### src/rtl/tbi_pkg.sv
package tbi_pkg;
  localparam int SEL_W  = 2;
  localparam int REG_W  = 5;
  localparam int F_SEL  = 0;
  localparam int F_IE   = 2;
  localparam int F_FLAG = 3;
  localparam int F_CLR  = 4;

  typedef struct packed {
    logic [SEL_W-1:0] sel;
    logic             ie;
  } tbi_cfg_t;
endpackage

### src/rtl/tbi_ctrl.sv
module tbi_ctrl
  import tbi_pkg::*;
(
  input  logic             clk,
  input  logic             rst_n,
  input  logic             wr_en,
  input  logic [REG_W-1:0] wr_data,
  output tbi_cfg_t         cfg,
  output logic             sw_flag_clr,
  output logic             sw_cnt_clr
);
  // Zero written into the flag or strobe position acts; a one is ignored.
  assign sw_flag_clr = wr_en && !wr_data[F_FLAG];
  assign sw_cnt_clr  = wr_en && !wr_data[F_CLR];

  always_ff @(posedge clk or negedge rst_n) begin
    if (!rst_n) begin
      cfg <= '0;
    end else if (wr_en) begin
      cfg.sel <= wr_data[F_SEL +: SEL_W];
      cfg.ie  <= wr_data[F_IE];
    end
  end

  p_cfg_load_r2: assert property (@(posedge clk) disable iff (!rst_n)
    wr_en |=> (cfg.sel == $past(wr_data[F_SEL +: SEL_W])) && (cfg.ie == $past(wr_data[F_IE])));
  p_cfg_hold_r2: assert property (@(posedge clk) disable iff (!rst_n)
    !wr_en |=> $stable(cfg));
endmodule

### src/rtl/tbi_counter.sv
module tbi_counter
  import tbi_pkg::*;
#(
  parameter int CNT_W    = 18,
  parameter int TAP_BASE = 11,
  parameter int TAP_STEP = 2
) (
  input  logic             clk,
  input  logic             rst_n,
  input  logic             tick,
  input  logic             clr,
  input  logic [SEL_W-1:0] sel,
  output logic [CNT_W-1:0] cnt,
  output logic             tap_fall
);
  localparam int TAP_MAX = TAP_BASE + TAP_STEP * ((1 << SEL_W) - 1);

  // Bit position chosen by the interval select.
  function automatic int tap_pos(input logic [SEL_W-1:0] s);
    return TAP_BASE + TAP_STEP * int'(s);
  endfunction

  // Mask of bits 0..p. An increment drops bit p exactly when all of them are 1.
  function automatic logic [CNT_W-1:0] low_mask(input int p);
    logic [CNT_W-1:0] one;
    one = 1;
    return (one << (p + 1)) - one;
  endfunction

  logic [CNT_W-1:0] mask;
  assign mask     = low_mask(tap_pos(sel));
  assign tap_fall = tick && !clr && ((cnt & mask) == mask);

  always_ff @(posedge clk or negedge rst_n) begin
    if (!rst_n)     cnt <= '0;
    else if (clr)   cnt <= '0;
    else if (tick)  cnt <= cnt + 1'b1;
  end

  initial begin
    if (TAP_MAX >= CNT_W) $error("tap position %0d exceeds counter width %0d", TAP_MAX, CNT_W);
  end

  p_hold_r1: assert property (@(posedge clk) disable iff (!rst_n)
    !tick && !clr |=> cnt == $past(cnt));
  p_clr_r8: assert property (@(posedge clk) disable iff (!rst_n)
    clr |=> cnt == '0);
  p_tap_low_r2: assert property (@(posedge clk) disable iff (!rst_n)
    tap_fall |=> !cnt[tap_pos($past(sel))]);
endmodule

### src/rtl/tbi_flag.sv
module tbi_flag (
  input  logic clk,
  input  logic rst_n,
  input  logic hw_set,
  input  logic sw_clr,
  output logic flag
);
  // A hardware set outranks a software clear on the same edge.
  always_ff @(posedge clk or negedge rst_n) begin
    if (!rst_n)      flag <= 1'b0;
    else if (hw_set) flag <= 1'b1;
    else if (sw_clr) flag <= 1'b0;
  end

  p_win_r9: assert property (@(posedge clk) disable iff (!rst_n)
    hw_set && sw_clr |=> flag);
  p_rise_r3: assert property (@(posedge clk) disable iff (!rst_n)
    $rose(flag) |-> $past(hw_set));
  p_clear_r5: assert property (@(posedge clk) disable iff (!rst_n)
    sw_clr && !hw_set |=> !flag);
endmodule

### src/rtl/tbi_timer.sv
module tbi_timer
  import tbi_pkg::*;
#(
  parameter int CNT_W    = 18,
  parameter int TAP_BASE = 11,
  parameter int TAP_STEP = 2
) (
  input  logic             clk,
  input  logic             rst_n,
  input  logic             tick,
  input  logic             wr_en,
  input  logic [REG_W-1:0] wr_data,
  output logic [REG_W-1:0] rd_data,
  output logic             irq
);
  tbi_cfg_t         cfg;
  logic             sw_flag_clr;
  logic             sw_cnt_clr;
  logic             tap_fall;
  logic             flag;
  logic [CNT_W-1:0] cnt;

  tbi_ctrl u_ctrl (
    .clk(clk), .rst_n(rst_n), .wr_en(wr_en), .wr_data(wr_data),
    .cfg(cfg), .sw_flag_clr(sw_flag_clr), .sw_cnt_clr(sw_cnt_clr)
  );

  tbi_counter #(.CNT_W(CNT_W), .TAP_BASE(TAP_BASE), .TAP_STEP(TAP_STEP)) u_cnt (
    .clk(clk), .rst_n(rst_n), .tick(tick), .clr(sw_cnt_clr), .sel(cfg.sel),
    .cnt(cnt), .tap_fall(tap_fall)
  );

  tbi_flag u_flag (
    .clk(clk), .rst_n(rst_n), .hw_set(tap_fall), .sw_clr(sw_flag_clr), .flag(flag)
  );

  always_comb begin
    rd_data                    = '0;
    rd_data[F_SEL +: SEL_W]    = cfg.sel;
    rd_data[F_IE]              = cfg.ie;
    rd_data[F_FLAG]            = flag;
    rd_data[F_CLR]             = 1'b1;
  end

  assign irq = flag && cfg.ie;

  p_wake_r6: assert property (@(posedge clk) disable iff (!rst_n)
    wr_en && wr_data[F_IE] && wr_data[F_FLAG] && flag |=> irq);
  p_combo_r7: assert property (@(posedge clk) disable iff (!rst_n)
    wr_en && wr_data[F_IE] && !wr_data[F_FLAG] && !tap_fall |=> !irq);
  p_clr_noset_r8: assert property (@(posedge clk) disable iff (!rst_n)
    sw_cnt_clr |=> !$rose(flag));
  p_irq_level_r4: assert property (@(posedge clk) disable iff (!rst_n)
    flag && cfg.ie && !sw_flag_clr && !(wr_en && !wr_data[F_IE]) |=> irq);
  p_strobe_r10: assert property (@(posedge clk) disable iff (!rst_n)
    rd_data[F_CLR]);
endmodule

### config.mk
export PLATFORM = sky130hd
export DESIGN_NAME = tbi_timer
export DESIGN_NICKNAME = d
export VERILOG_FILES = /design/src/rtl/tbi_pkg.sv /design/src/rtl/tbi_ctrl.sv /design/src/rtl/tbi_counter.sv /design/src/rtl/tbi_flag.sv /design/src/rtl/tbi_timer.sv
export SDC_FILE = /design/constraint.sdc
export NUM_CORES = 1
export LEC_CHECK = 0
export ABC_CLOCK_PERIOD_IN_PS = 1900
export BUFFER_PORTS_ARGS = -buffer_cell sky130_fd_sc_hd__buf_2
export CAP_MARGIN = 10
export CORE_UTILIZATION = 50
export DETAILED_ROUTE_END_ITERATION = 6
export PLACE_DENSITY_LB_ADDON = 0.1
export SYNTH_ARGS = -nofsm -noshare
export SYNTH_HDL_FRONTEND = slang
export SYNTH_HIERARCHICAL = 1
export SYNTH_SLANG_ARGS = --single-unit
### constraint.sdc
create_clock -name clk -period 1.9 [get_ports clk]
set_clock_uncertainty 0.1 [all_clocks]
set_input_delay 0.19 -clock clk [delete_from_list [all_inputs] [get_ports clk]]
set_output_delay 0.19 -clock clk [all_outputs]
set_load 0.02 [all_outputs]
==> impl_results.md <==
- Clock-pin slew on the worst setup and hold paths: 0.13 ns
- Full die area: 2480 sq um
- Outcome: completed
- Total track usage: 0.217
- Num rows: 16
- Drt total wl: roughly 2300 microns
- CP Capture Type: register
- CP Launch Point: u_cnt/cnt[8]$_DFFE_PN0P_
- HP Start: wr_data[2]
- Pwr Total: 0.00105 W
- Crit Path Category: register to register
- Syn_area_per_cell: 9.93 sq um
- Setup WS pre-CTS: between 0.09 and 0.1 ns
- Worst vdd ir: 0.498 mV
- Max Cap Viol: 0
- Sequential element share of the synthesized area: 0.482
- Crit path buffers/inverters: 0
- Post-route ant nets: 0
- RR Startpoint: u_cnt/cnt[8]$_DFFE_PN0P_
- Post-CTS setup buffers: 0
- Effective utilization at floorplan: 0.554
- Final Hold Vio Count: 0
- CTS tree: done
- Boundary pin count: 15
- Largest family of logic cells by synthesized area: simple AND/OR/NAND/NOR gates
- LEAKAGE: 0.591 nW
- Synth Area in Compound Gates: 0.0811
- Port Buf Inserts: 13
- TNS Setup: 0 ns
- H-tree Lvls: 1
- Fraction of registers with async set/reset: 1.00
- Die height: 49.8 microns
- Share of layout cells above drive strength 1: 0.231
- Core box area: 2060 sq um
- Fill cells: 175
- Final core utilization: 0.644
- EDFF count, synth: 0
- Achievable frequency: 556 MHz
- CTS max path bufs: 2
- Vias: 910
- Initial antenna violation count: 0
- Synth Area in Adders: 0.0219
- Min cycle time layout: ~1.8 ns
- Post-Synth XOR/XNOR Area: 0.0843
- Root Driver: clkbuf_4
- Mapped cell area: 1140 sq um
- Worst EP required: 2.05 ns
- Delay-heaviest family, CP: simple AND/OR/NAND/NOR gates
- Drt drc: 0
- Antenna cell count: 0
- Prevailing post-synth register cell: dfrtp_1
- Distinct cells, synth: 29
- Number of global-route vias before repair: 910
- Critical Path Start Type: register
- Largest net degree at the start of global routing: 23
- Final setup viols: 0
- Starting DRT DRC Count: 38
- Vias/cell: about 5.7
- Multiplexer area fraction after synthesis: 0.0383
- RSZ-0062 raised after global routing: no
- Arrival @ worst endpoint: 1.94 ns
- Post-DP HPWL: 1670 microns
- Max-slew violation count: 0
- Global-route wire length before repair: 4000 microns
- Final hold slack: 0.0217 ns
- CTS Sinks: 22
- Router iterations before antenna repair: 4
- Grt ovf: 0
- Pwr per Cell Area: 792 nW/um^2
- CTS buffer count: 3
- Cell count after synthesis: 115
- WL/cell: 14.6 microns
- Synthesis Warnings: 6
- Post-route setup slack: 0.103 ns
- GPL Wtd Cong: roughly 0.77
- Nets: 146
- Cell Chain, Critical Path: and4_1 > nand3_2 > or4_1 > a21oi_1
- Layout area overhead: 16.3%
- Syn_nets: 126
- Class of the worst hold path: input port to register
- Simple-gate share of the synthesized area: 0.252
- Worst-path fanout max: 10
- Die width: 49.8 microns
- CP max stage delay: between 0.5 and 0.6 ns
- Seq cells post-synth: 22
- Final Cycle Share: 0.946
- Slowest cell on crit path: or4_1
- Worst-skew pair later-pin latency: 0.31 ns
## repair_timing
action                                  CTS  global route
hold buffers                              2             0
endpoints found under the hold margin    23             0
endpoints found under the setup margin    0             1
gates resized for setup                   0             1
## cells in the final DEF (no fill, tap or decap), drive strengths merged
master / instances
a21o: 1
nand2: 8
a21oi: 9
and4: 2
xnor2: 3
o31ai: 4
or4: 4
or3: 3
conb: 1
ha: 2
and2: 1
and3: 2
nor4: 2
dfrtp: 22
nand3: 7
clkbuf: 3
mux2i: 1
xor2: 8
nor2: 12
buf: 19
bufinv: 1
o21ai: 2
nor2b: 2
inv: 2
nor3b: 1
mux2: 3
nand4: 7
dlygate4sd3: 2
## through the flow
step                std cells  cell area (sq um)
global placement          155               1250
global route              161               1330
CTS                       161               1320
floorplan                 115               1140
detailed placement        155               1250
finish                    161               1330
## area by class of cell
| cell class | instances | area, sq um | share of cell area |
|---|---|---|---|
| clock buffer | 3 | 22.5 | 0.0169 |
| clock inverter | 1 | 30.0 | 0.0226 |
| inverter | 2 | 7.51 | 0.00565 |
| multi-input combinational | 85 | 554 | 0.417 |
| sequential | 22 | 551 | 0.414 |
| tap | 27 | 33.8 | 0.0254 |
| timing repair buffer | 21 | 130 | 0.0979 |
## where the power goes
| group | internal (W) | leakage (nW) | total, W | switching [W] |
|---|---|---|---|---|
| sequential | 0.000501 | 0.297 | 0.000537 | 0.0000363 |
| combinational | 0.0000745 | 0.266 | 0.000163 | 0.0000889 |
| clock | 0.000213 | 0.0279 | 0.000352 | 0.000138 |
## state kept, by name (all words and copies together), names as in the netlist
signal	flops
u_flag/flag	1
u_ctrl/cfg	3
u_cnt/cnt	18
## worst paths after layout
kind	cells past startpoint	slack (ns)	to
max	4	0.10	u_cnt/cnt[17]$_DFFE_PN0P_
min	2	0.02	u_ctrl/cfg[0]$_DFFE_PN0P_
max reg2reg	4	0.10	u_cnt/cnt[17]$_DFFE_PN0P_
min reg2reg	1	0.43	u_ctrl/cfg[0]$_DFFE_PN0P_
max in group asynchronous	2	1.10	u_ctrl/cfg[2]$_DFFE_PN0P_
min in group asynchronous	2	0.26	u_cnt/cnt[14]$_DFFE_PN0P_
## metal layers
layer	track usage	part of all wire
met1	0.269	0.44
met3	0.0370	0.039
met2	0.385	0.52
met5	0	0
met4	0.0571	0.0043
## cell families after synthesis
kind of cell               count (synthesis)
xor gates and xnor gates                  11
DFF                                       22
AOI/OAI and AO/OA                         16
buffers and inverters                      8
other                                      1
muxes                                      4
and+or+nand+nor                           51
adders and majority gates                  2
## synthesized netlist by cell type, types with 2 or more instances
| master | count | share of area |
|---|---|---|
| buf_4 | 3 | 0.020 |
| nor2_1 | 12 | 0.039 |
| xor2_1 | 8 | 0.061 |
| inv_1 | 2 | 0.0066 |
| dfrtp_1 | 22 | 0.48 |
| nand2_1 | 8 | 0.026 |
| xnor2_1 | 3 | 0.023 |
| mux2_2 | 3 | 0.030 |
| clkbuf_1 | 2 | 0.0066 |
| o31ai_1 | 4 | 0.026 |
| or4_1 | 4 | 0.026 |
| a21oi_1 | 9 | 0.039 |
| o21ai_0 | 2 | 0.0088 |
| nand3_2 | 3 | 0.026 |
| and4_1 | 2 | 0.015 |
| nand4_1 | 7 | 0.038 |
| or3_1 | 3 | 0.016 |
| ha_1 | 2 | 0.022 |
| nor4_1 | 2 | 0.011 |
| nand3_1 | 4 | 0.018 |
| nor2b_1 | 2 | 0.011 |
Power figures use the tool's default switching activity.
